<file path="src/rtl/spib_pkg.sv">
package spib_pkg;

    localparam int XFER_W   = 32;
    localparam int LEN_W    = $clog2(XFER_W);
    localparam int CS_IDX_W = 2;

    typedef struct packed {
        logic                start;
        logic [LEN_W-1:0]    raw_len_m1;
        logic [1:0]          nbytes;
        logic                rd;
        logic                raw;
        logic [CS_IDX_W-1:0] cs_idx;
    } ctrl_t;

    typedef enum logic [1:0] {
        ST_IDLE  = 2'd0,
        ST_RUN   = 2'd1,
        ST_GUARD = 2'd2
    } state_t;

    // Data byte count with the out-of-range code folded onto two.
    function automatic logic [1:0] eff_nbytes(input ctrl_t c);
        return (c.nbytes == 2'd3) ? 2'd2 : c.nbytes;
    endfunction

    // Total number of bits moved by one transaction.
    function automatic logic [LEN_W:0] frame_bits(input ctrl_t c);
        logic [LEN_W:0] n;
        if (c.raw) n = {1'b0, c.raw_len_m1} + 1'b1;
        else       n = (LEN_W+1)'(8) * ((LEN_W+1)'(eff_nbytes(c)) + 1'b1);
        return n;
    endfunction

    function automatic logic [XFER_W-1:0] low_mask(input logic [LEN_W:0] n);
        logic [XFER_W-1:0] m;
        if (n >= (LEN_W+1)'(XFER_W)) m = '1;
        else                          m = (XFER_W'(1) << n) - 1'b1;
        return m;
    endfunction

    // Left-aligned transmit image: bit XFER_W-1 leaves first.
    function automatic logic [XFER_W-1:0] build_tx(input ctrl_t c,
                                                    input logic [XFER_W-1:0] w);
        logic [XFER_W-1:0] t;
        logic [7:0] b1, b2;
        logic [1:0] nb;
        if (c.raw) begin
            t = w << (LEN_W'(XFER_W-1) - c.raw_len_m1);
        end else begin
            nb = eff_nbytes(c);
            b1 = (c.rd || nb < 2'd1) ? 8'h00 : w[15:8];
            b2 = (c.rd || nb < 2'd2) ? 8'h00 : w[23:16];
            t  = {w[7:0], b1, b2, {(XFER_W-24){1'b0}}};
        end
        return t;
    endfunction

    // Which bits of the capture register become read data.
    function automatic logic [XFER_W-1:0] read_mask(input ctrl_t c);
        logic [XFER_W-1:0] m;
        if (c.raw) m = low_mask({1'b0, c.raw_len_m1} + 1'b1);
        else       m = low_mask((LEN_W+1)'(8) * (LEN_W+1)'(eff_nbytes(c)));
        return m;
    endfunction

endpackage

</file>
<file path="src/rtl/spib_profile_bank.sv">
module spib_profile_bank
    import spib_pkg::*;
#(
    parameter int NUM_CS  = 3,
    parameter int DIV_W   = 8,
    parameter int GUARD_W = 8
) (
    input  logic                clk,
    input  logic                rst,
    input  logic                wr,
    input  logic [CS_IDX_W-1:0] wr_sel,
    input  logic [DIV_W-1:0]    wr_div,
    input  logic [GUARD_W-1:0]  wr_guard,
    input  logic                wr_cpol,
    input  logic                wr_cpha,
    input  logic [CS_IDX_W-1:0] rd_sel,
    output logic [DIV_W-1:0]    rd_div,
    output logic [GUARD_W-1:0]  rd_guard,
    output logic                rd_cpol,
    output logic                rd_cpha
);

    logic [DIV_W-1:0]   div_q   [NUM_CS];
    logic [GUARD_W-1:0] guard_q [NUM_CS];
    logic               cpol_q  [NUM_CS];
    logic               cpha_q  [NUM_CS];

    for (genvar g = 0; g < NUM_CS; g++) begin : g_slot
        always_ff @(posedge clk) begin
            if (rst) begin
                div_q[g]   <= '0;
                guard_q[g] <= '0;
                cpol_q[g]  <= 1'b0;
                cpha_q[g]  <= 1'b0;
            end else if (wr && wr_sel == CS_IDX_W'(g)) begin
                div_q[g]   <= wr_div;
                guard_q[g] <= wr_guard;
                cpol_q[g]  <= wr_cpol;
                cpha_q[g]  <= wr_cpha;
            end
        end
    end

    always_comb begin
        rd_div   = '0;
        rd_guard = '0;
        rd_cpol  = 1'b0;
        rd_cpha  = 1'b0;
        for (int i = 0; i < NUM_CS; i++) begin
            if (rd_sel == CS_IDX_W'(i)) begin
                rd_div   = div_q[i];
                rd_guard = guard_q[i];
                rd_cpol  = cpol_q[i];
                rd_cpha  = cpha_q[i];
            end
        end
    end

endmodule

</file>
<file path="src/rtl/spib_tick_gen.sv">
module spib_tick_gen #(
    parameter int CNT_W = 8
) (
    input  logic             clk,
    input  logic             rst,
    input  logic             run,
    input  logic             clear,
    input  logic [CNT_W-1:0] limit,
    output logic             tick
);

    logic [CNT_W-1:0] cnt_q;

    assign tick = run && (cnt_q == limit);

    always_ff @(posedge clk) begin
        if (rst || clear || !run || tick) cnt_q <= '0;
        else                              cnt_q <= cnt_q + 1'b1;
    end

endmodule

</file>
<file path="src/rtl/spib_shifter.sv">
module spib_shifter #(
    parameter int W = 32
) (
    input  logic         clk,
    input  logic         rst,
    input  logic         load,
    input  logic [W-1:0] load_val,
    input  logic         shift_en,
    input  logic         sample_en,
    input  logic         miso,
    output logic         tx_msb,
    output logic [W-1:0] rx
);

    logic [W-1:0] tx_q;
    logic [W-1:0] rx_q;

    always_ff @(posedge clk) begin
        if (rst) begin
            tx_q <= '0;
            rx_q <= '0;
        end else if (load) begin
            tx_q <= load_val;
            rx_q <= '0;
        end else begin
            if (shift_en)  tx_q <= {tx_q[W-2:0], 1'b0};
            if (sample_en) rx_q <= {rx_q[W-2:0], miso};
        end
    end

    assign tx_msb = tx_q[W-1];
    assign rx     = rx_q;

endmodule

</file>
<file path="src/rtl/spi_bridge_master.sv">
module spi_bridge_master
    import spib_pkg::*;
#(
    parameter int NUM_CS  = 3,
    parameter int DIV_W   = 8,
    parameter int GUARD_W = 8
) (
    input  logic                         clk,
    input  logic                         rst,
    input  logic                         prof_wr,
    input  logic [CS_IDX_W-1:0]          prof_sel,
    input  logic [DIV_W-1:0]             prof_div,
    input  logic [GUARD_W-1:0]           prof_guard,
    input  logic                         prof_cpol,
    input  logic                         prof_cpha,
    input  logic                         wdata_wr,
    input  logic [XFER_W-1:0]            wdata_in,
    input  logic                         ctrl_wr,
    input  logic [$bits(ctrl_t)-1:0]     ctrl_in,
    input  logic                         miso,
    output logic                         sclk,
    output logic                         mosi,
    output logic [NUM_CS-1:0]            cs_n,
    output logic [XFER_W-1:0]            rdata,
    output logic                         busy
);

    localparam int EV_W = $clog2(2*XFER_W + 1);

    ctrl_t                ctl;
    state_t               state;
    logic [CS_IDX_W-1:0]  cur_idx, sel_idx;
    logic [XFER_W-1:0]    wdata_q, rdata_q, cur_mask, rx_word;
    logic                 cur_upd;
    logic [EV_W-1:0]      ev_cnt, ev_last;
    logic [GUARD_W-1:0]   gcnt;
    logic                 sclk_q;
    logic [NUM_CS-1:0]    cs_n_q;
    logic                 accept, tick, edge_go, finish;
    logic                 odd_edge, sample_en, shift_en, tx_msb;
    logic [DIV_W-1:0]     p_div;
    logic [GUARD_W-1:0]   p_guard;
    logic                 p_cpol, p_cpha;

    assign ctl     = ctrl_t'(ctrl_in);
    assign accept  = ctrl_wr && ctl.start && (state == ST_IDLE)
                     && (int'(ctl.cs_idx) < NUM_CS);
    assign sel_idx = accept ? ctl.cs_idx : cur_idx;

    spib_profile_bank #(
        .NUM_CS (NUM_CS),
        .DIV_W  (DIV_W),
        .GUARD_W(GUARD_W)
    ) prof_i (
        .clk     (clk),
        .rst     (rst),
        .wr      (prof_wr),
        .wr_sel  (prof_sel),
        .wr_div  (prof_div),
        .wr_guard(prof_guard),
        .wr_cpol (prof_cpol),
        .wr_cpha (prof_cpha),
        .rd_sel  (sel_idx),
        .rd_div  (p_div),
        .rd_guard(p_guard),
        .rd_cpol (p_cpol),
        .rd_cpha (p_cpha)
    );

    spib_tick_gen #(
        .CNT_W(DIV_W)
    ) tick_i (
        .clk  (clk),
        .rst  (rst),
        .run  (state == ST_RUN),
        .clear(accept),
        .limit(p_div),
        .tick (tick)
    );

    // Edge k = ev_cnt+1; odd k leaves the rest level.
    assign edge_go   = (state == ST_RUN) && tick && (ev_cnt != ev_last);
    assign finish    = (state == ST_RUN) && tick && (ev_cnt == ev_last);
    assign odd_edge  = ~ev_cnt[0];
    assign sample_en = edge_go && (odd_edge ^ p_cpha);
    assign shift_en  = edge_go && !(odd_edge ^ p_cpha) && (ev_cnt != '0);

    spib_shifter #(
        .W(XFER_W)
    ) shift_i (
        .clk      (clk),
        .rst      (rst),
        .load     (accept),
        .load_val (build_tx(ctl, wdata_q)),
        .shift_en (shift_en),
        .sample_en(sample_en),
        .miso     (miso),
        .tx_msb   (tx_msb),
        .rx       (rx_word)
    );

    always_ff @(posedge clk) begin
        if (rst)           wdata_q <= '0;
        else if (wdata_wr) wdata_q <= wdata_in;
    end

    always_ff @(posedge clk) begin
        if (rst) begin
            state    <= ST_IDLE;
            cur_idx  <= '0;
            ev_cnt   <= '0;
            ev_last  <= '0;
            gcnt     <= '0;
            sclk_q   <= 1'b0;
            cs_n_q   <= '1;
            rdata_q  <= '0;
            cur_mask <= '0;
            cur_upd  <= 1'b0;
        end else begin
            unique case (state)
                ST_IDLE: begin
                    sclk_q <= p_cpol;
                    if (accept) begin
                        state    <= ST_RUN;
                        cur_idx  <= ctl.cs_idx;
                        ev_cnt   <= '0;
                        ev_last  <= EV_W'({frame_bits(ctl), 1'b0});
                        cs_n_q   <= ~(NUM_CS'(1) << ctl.cs_idx);
                        cur_mask <= read_mask(ctl);
                        cur_upd  <= ctl.raw || ctl.rd;
                    end
                end
                ST_RUN: begin
                    if (edge_go) begin
                        ev_cnt <= ev_cnt + 1'b1;
                        sclk_q <= ~sclk_q;
                    end
                    if (finish) begin
                        cs_n_q <= '1;
                        if (cur_upd) rdata_q <= rx_word & cur_mask;
                        if (p_guard == '0) begin
                            state <= ST_IDLE;
                        end else begin
                            state <= ST_GUARD;
                            gcnt  <= p_guard - 1'b1;
                        end
                    end
                end
                ST_GUARD: begin
                    if (gcnt == '0) state <= ST_IDLE;
                    else            gcnt  <= gcnt - 1'b1;
                end
                default: state <= ST_IDLE;
            endcase
        end
    end

    assign sclk  = sclk_q;
    assign mosi  = (state == ST_RUN) && tx_msb;
    assign cs_n  = cs_n_q;
    assign rdata = rdata_q;
    assign busy  = (state != ST_IDLE);

endmodule

</file>
<file path="config.mk">
export PLATFORM = sky130hd
export DESIGN_NAME = spi_bridge_master
export DESIGN_NICKNAME = d
export VERILOG_FILES = /design/src/rtl/spib_pkg.sv /design/src/rtl/spib_profile_bank.sv /design/src/rtl/spib_tick_gen.sv /design/src/rtl/spib_shifter.sv /design/src/rtl/spi_bridge_master.sv
export SDC_FILE = /design/constraint.sdc
export NUM_CORES = 1
export LEC_CHECK = 0
export CORE_MARGIN = 2
export CORE_UTILIZATION = 55
export CTS_CLUSTER_SIZE = 40
export DETAILED_ROUTE_END_ITERATION = 10
export DONT_BUFFER_PORTS = 1
export GPL_ROUTABILITY_DRIVEN = 0
export GPL_TIMING_DRIVEN = 0
export PLACE_DENSITY = 0.81
export SYNTH_ARGS = -nofsm -noshare
export SYNTH_HDL_FRONTEND = slang
export SYNTH_SLANG_ARGS = --single-unit
</file>
<file path="constraint.sdc">
create_clock -name clk -period 3.3 [get_ports clk]
set_input_delay 0.165 -clock clk [delete_from_list [all_inputs] [get_ports clk]]
set_output_delay 0.165 -clock clk [all_outputs]
set_load 0.05 [all_outputs]
</file>
After elaboration in Yosys (flattened, before gate mapping) --
Memory sizes are Yosys's and may differ from the RTL's. Cells that the tools add are included.
Storage, ports and cells: memory bits (writable) 54, memories kept 4, flip-flop bits (word level) 198, output and inout bits 38
Memory list:
- prof_i.div_q | words 3, width 8, read ports 3, clocked after memory_dff 0, write ports 3, line spib_profile_bank.sv:23 | logic [DIV_W-1:0] div_q [NUM_CS];
- prof_i.guard_q | words 3, width 8, read ports 3, clocked after memory_dff 0, write ports 3, line spib_profile_bank.sv:24 | logic [GUARD_W-1:0] guard_q [NUM_CS];
- prof_i.cpha_q | words 3, width 1, read ports 3, clocked after memory_dff 0, write ports 3, line spib_profile_bank.sv:26 | logic cpha_q [NUM_CS];
- prof_i.cpol_q | words 3, width 1, read ports 3, clocked after memory_dff 0, write ports 3, line spib_profile_bank.sv:25 | logic cpol_q [NUM_CS];
Cells by class: mux-type cells 63, shift-type cells 4, magnitude comparators 5, bitwise logic cells 17, reductions and logical operators 40, $add $sub $neg 9, equality and inequality tests 16
Operators with widths (number):
- $mux W32 | 6
- $mux W8 | 17
- $sub A32 B1 Y32 const B | 2
- $and A32 B32 Y32 | 1
- $shl A1 B5 Y32 const A | 1
- $shl A1 B6 Y32 const A | 1
- $shl A32 B5 Y32 | 1
- $mux W1 | 24
- $logic_not A8 Y1 | 2
- $pmux W8 S2 | 1
- $sub A8 B1 Y8 const B | 2
- $logic_and A1 B1 Y1 | 14
- $mux W7 | 2
- $pmux W7 S2 | 1
- $mux W2 | 6
- $or A1 B1 Y1 | 12
- $reduce_and A3 Y1 | 4
- $ne A2 B2 Y1 const B | 5
- $add A8 B1 Y8 const B | 1
- $eq A2 B2 Y1 const B | 4
- $eq A8 B8 Y1 | 1
- $reduce_bool A2 Y1 | 4
- $add A7 B1 Y7 const B | 1
- $eq A7 B7 Y1 | 1
- other kinds (26) | 40

Logic depth before layout (Yosys ltp) --
word-level depth 16, gate-level depth with buffers 15, gate-level depth less buffers 13

By module --
From an unflattened synthesis, not the netlist that was laid out.
Unflattened totals: cell total of the unflattened synthesis 1531, area, all modules 13924.6 um2
By module, submodules not included:
- spi_bridge_master | times used 1, area an instance 8293.0 um2, cells an instance 1076, sequential area each 2522.4 um2
- spib_shifter | times used 1, area an instance 2738.9 um2, cells an instance 248, sequential area each 1281.2 um2
- spib_profile_bank | times used 1, area an instance 2472.4 um2, cells an instance 162, sequential area each 1621.6 um2
- spib_tick_gen | times used 1, area an instance 420.4 um2, cells an instance 45, sequential area each 160.2 um2

Worst setup path before layout --
No wires, ideal clock.
path type input-to-reg, start input ctrl_in[6], end register cur_mask[26], data required time 3183 ps, buffers on the path 3, setup slack -26 ps, arrival 3208 ps, stages 14, cells stage by stage clkbuf_1 > buf_1 > inv_1 > ha_1 > clkbuf_1 > nor2_1 > nand2_1 > a22oi_1 > o211a_1 > o21a_1 > nand3b_1 > nor2b_1 > o21ai_0 > a32o_1
Between the ends: word-level cells in the longest chain between the ends 5
RTL lines:
- start: declaration | line spi_bridge_master.sv:19 | input logic [$bits(ctrl_t)-1:0] ctrl_in,
- $add A5 B1 Y6 * | line spib_pkg.sv:62 | if (c.raw) m = low_mask({1'b0, c.raw_len_m1} + 1'b1);
- $shl A1 B6 Y32 | line spib_pkg.sv:38 | else m = (XFER_W'(1) << n) - 1'b1;
- $sub A32 B1 Y32 | line spib_pkg.sv:38
- $mux W32 * | line spib_pkg.sv:37 | if (n >= (LEN_W+1)'(XFER_W)) m = '1;
- $mux W32 * | line spib_pkg.sv:62
- end signal: assignment | line spi_bridge_master.sv:129 | cur_mask <= read_mask(ctl);
- end: declaration | line spi_bridge_master.sv:33 | logic [XFER_W-1:0] wdata_q, rdata_q, cur_mask, rx_word;
Mark *: on every way between the ends. The rest lies on a longest branch, timed or not. A chain may end at the register's enable or synchronous reset.

Worst setup path in the final report --
start register state[0], end register rdata_q[8], in the netlist rdata[8]
Between the ends: word-level cells in the longest chain between the ends 13
RTL lines:
- start: declaration | line spi_bridge_master.sv:31 | state_t state;
- start signal: assignment | line spi_bridge_master.sv:109 | state <= ST_IDLE;
- start signal: assignment | line spi_bridge_master.sv:124 | state <= ST_RUN;
- start signal: assignment | line spi_bridge_master.sv:142 | state <= ST_IDLE;
- $logic_not A2 Y1 | line spi_bridge_master.sv:46 | assign accept = ctrl_wr && ctl.start && (state == ST_IDLE)
- $logic_and A1 B1 Y1 | line spi_bridge_master.sv:46
- $logic_and A1 B1 Y1 | line spi_bridge_master.sv:47 | && (int'(ctl.cs_idx) < NUM_CS);
- $mux W2
- $logic_not A2 Y1 | line spib_profile_bank.sv:50 | if (rd_sel == CS_IDX_W'(i)) begin
- $mux W8 (3 in series) | line spib_profile_bank.sv:50
- $eq A8 B8 Y1 | line spib_tick_gen.sv:14 | assign tick = run && (cnt_q == limit);
- $logic_and A1 B1 Y1 | line spib_tick_gen.sv:14
- $logic_and A1 B1 Y1 (2 in series) | line spi_bridge_master.sv:83 | assign finish = (state == ST_RUN) && tick && (ev_cnt == ev_last);
- $reduce_and A3 Y1 (no source line) *
- end signal: assignment | line spi_bridge_master.sv:140 | if (cur_upd) rdata_q <= rx_word & cur_mask;
- end: declaration | line spi_bridge_master.sv:33
Marks and branches as above.

==> results.toml <==
[synth]
yosys_warnings = 0
synth_cell_types = 88
async_flop_share_pct = 0
synth_area_leaders = "dfxtp_1 (29%), edfxtp_1 (12%), mux2i_1 (7.2%)"
syn_avg_cell_area_um2 = 8.754
synth_ff_type = "dfxtp_1"
synth_top_area_share_pct = 28.92
ys_seq_area_share_pct = 40.74
synth_area_mm2 = 0.01371
synth-seq-cells = 252
syn_inst = 1566
yosysTopAreaCell = "dfxtp_1"
synth_nets = 1646
synth_edf_count = 54

[die]
die-width_um = 161.9
die_h_um = 161.9
initial_core_util_pct = 56.20
rows = 57
core_mm2 = 0.02439
die_area_mm2 = 0.02620
io_pins = 108

[finish]
area_growth_pct = 21.74
n_antenna_cell = 0
fin_nets = 1785
multiInputGateArea_mm2 = 0.007876
stdcell_count = 2050
regArea_mm2 = 0.005593
fillers = 1778
drive_above_1_share_pct = 13.96
fin_util_pct = 68.42

[worst_setup_path]
rrSetupSlack_ns = -0.29
cp_max_fo = 8
worstPathRequired_ns = 3.77
worst-r2r-cell-count = 13
worstPathArrival_ns = 4.06
startpoint_type = "flip-flop"
critPathKind = "reg -> reg"
critPathCaptureType = "flip-flop"

[global_routing]
track_usage_pct = 32.21
first_global_vias = 12850
grt_max_degree = 19
grt_pass1_wl_um = 68280
antenna_found_initial = 0
grt_overflow = 0

[sta]
slew_headroom_pct = 18.27
clock_skew_ns = 0.01423
setup_viol = 82
fin_crit_sh_pct = 108.8
worst_pin_slew_ns = 1.217
fin_crit_ns = 3.589
tns_ns = -9.546
hold_ws_ns = 0.04198
final.setup.worst_slack_ns = -0.2893
finalHoldViolCount = 0
grt_setup_unrepaired = "true"
slew_viol_final = 0
fmax_mhz = 278.6

[clocking]
cts_buffer_depth = 3
clk_latency_ns = 0.55
cts-root-buf = "clkbuf_16"
htree_levels = 1
clkTransAtPathRegs_ns = 0.07
cts_buffers = 27
tritoncts = "built"
clock-sinks = 252

[drt]
wl_per_cell_um = 21.85
drc = 0
finalWirelength_um = 44800
dr.first_iter.drc_count = 1742
viasPerCell = 6.653
vias = 13640
ant_nets = 0
dr.pass1.iters = 6

[place]
port_buffers = 0
dpl.hpwl_um = 28560
dp_slack_ns = -0.9352
placed_cells = 1891

[power]
sequentialPowerShare_pct = 43.0
switching_share_pct = 26.77
power_frac_comb_pct = 14.2
p_int_w = 0.005772
max-vdd-ir-drop_v = 0.0004473
p_sw_w = 0.002110
p_clk_share_pct = 42.9
powerDensity_mw_per_mm2 = 472.3
p_leak_nw = 6.139

[min_path]
min_path_type = "in -> reg"
hold_depth = 3

[outcome]
failed_checks = "negative setup slack"
status = "finished with violations"

[job]
max-cap-violations = 0
==> cells by family (layout without fill, tap and decap cells) <==
group,Yosys count,in the layout,share of synthesized area (%)
AND/OR/NAND/NOR,619,619,21.61
multiplexers,138,138,12.16
buffers and inverters,143,303,4.262
adder cells (fa/ha/maj),10,10,0.9127
flip-flops,252,252,40.74
AO/OA/AOI/OAI,376,376,18.52
XOR/XNOR,28,28,1.789
==> metal layers <==
| metal | up-vias | global-route usage (%) | part of all wire (%) | routed length, µm |
|---|---|---|---|---|
| met5 | - | 0 | 0 | 0 |
| met4 | 0 | 13.84 | 5.8 | 2580 |
| met3 | 275 | 7.635 | 12 | 5168 |
| met2 | 1043 | 53.62 | 46 | 20760 |
| met1 | 6310 | 40.08 | 36 | 16290 |
| li1 | 6010 | - | - | - |
==> critical path, cell delays in order, from the launching register on <==
cell	delay [ns]
dfxtp_4	0.36
nor2_4	0.22
inv_8	0.12
nor4_4	0.40
buf_4	0.21
o21ai_2	0.07
a21oi_2	0.18
o211ai_1	0.15
or4_4	0.55
or4_4	0.58
buf_12	0.19
buf_6	0.12
or2_0	0.22
a21oi_1	0.15
==> path summary, 6_finish.rpt <==
check / startpoint / end
worst min-delay path: wdata_wr / wdata_q[0]$_SDFFE_PP0P_
worst max register to register: state[0]$_SDFFE_PP0P_ / rdata[8]$_SDFFE_PP0P_
worst min register to register: shift_i.rx[31]$_SDFFE_PP0P_ / shift_i.rx[31]$_SDFFE_PP0P_
worst max-delay path: state[0]$_SDFFE_PP0P_ / rdata[8]$_SDFFE_PP0P_
==> layout make-up <==
type,instances,share of cell area [%]
Multi-Input combinational cell,1171,47.20
Sequential cell,252,33.51
Timing Repair Buffer,111,6.560
Clock buffer,37,4.761
Buffer,107,3.531
Tap cell,324,2.429
Clock inverter,13,1.162
Inverter,34,0.8097
Timing Repair inverter,1,0.03749
==> synthesized netlist by cell type, types with 5 or more instances <==
master and instances:
nand2_1 208, a21oi_1 103, mux2i_1 99, mux4_2 21
a221o_1 5, and3_1 19, nand3_1 42, buf_1 18
xor2_1 14, or2_2 6, nor2_1 145, and2_1 62
a32o_1 8, o21a_1 8, nand2b_1 7, o22ai_1 12
or3_1 10, buf_2 9, or2_0 27, inv_1 31
a21boi_0 5, a211oi_1 21, nor3_1 41, mux2_2 18
o211ai_1 15, dfxtp_1 198, a22o_1 7, ha_1 10
a2111oi_0 15, a221oi_1 23, clkbuf_1 77, a22oi_1 7
a31oi_1 24, xnor2_1 14, nor4_1 7, nand4_1 15
edfxtp_1 54, o21ai_0 71
==> placed cells by master, fill, tap and decap left out, drive strengths merged, types with 15 or more instances in the layout <==
cell type / n
dfxtp: 198
a211oi: 21
a31oi: 24
nand2: 210
nor3: 41
mux4: 21
o211ai: 15
dlygate4sd3: 57
or2: 34
a221oi: 23
inv: 35
clkbuf: 116
a21oi: 103
a2111oi: 15
o21ai: 72
edfxtp: 54
and3: 19
buf: 82
nand3: 42
mux2: 18
and2: 62
nand4: 15
nor2: 148
mux2i: 99
==> power groups by stage <==
| stage | Clock, W | Sequential, W | Combinational [W] |
|---|---|---|---|
| after CTS | 0.00336 | 0.00337 | 0.00100 |
| after global routing | 0.00351 | 0.00339 | 0.00118 |
| after global placement | 0 | 0.00343 | 0.000878 |
| after floorplan | 0 | 0.00340 | 0.000681 |
| after detailed placement | 0 | 0.00344 | 0.000896 |
| final | 0.00338 | 0.00339 | 0.00112 |
==> sequential cells by signal, summed over array words and instances, names as in the netlist <==
register,flops
prof_i.div_q,24
cs_n,3
ev_last,6
cur_upd,1
sclk,1
cur_mask,32
shift_i.tx_q,32
prof_i.cpha_q,3
shift_i.rx,32
prof_i.cpol_q,3
gcnt,8
prof_i.guard_q,24
ev_cnt,7
state,2
cur_idx,2
wdata_q,32
rdata,32
tick_i.cnt_q,8
==> what timing repair did <==
item,in CTS,in global routing
gates cloned,7,2
hold buffers,57,0
setup endpoints to repair,128,122
resized for setup,83,74
hold endpoints to repair,94,0
setup buffers,28,19
pin swaps,85,39
==> metrics by stage <==
step | area (µm²) | total power (W)
6_report | 16690 | 0.007882
5_1_grt | 16690 | 0.008083
4_1_cts | 16250 | 0.007731
3_5_place_dp | 14120 | 0.004333
3_3_place_gp | 14110 | 0.004310
2_1_floorplan | 13710 | 0.004077
Note: power is estimated with default switching activity, not from simulation.
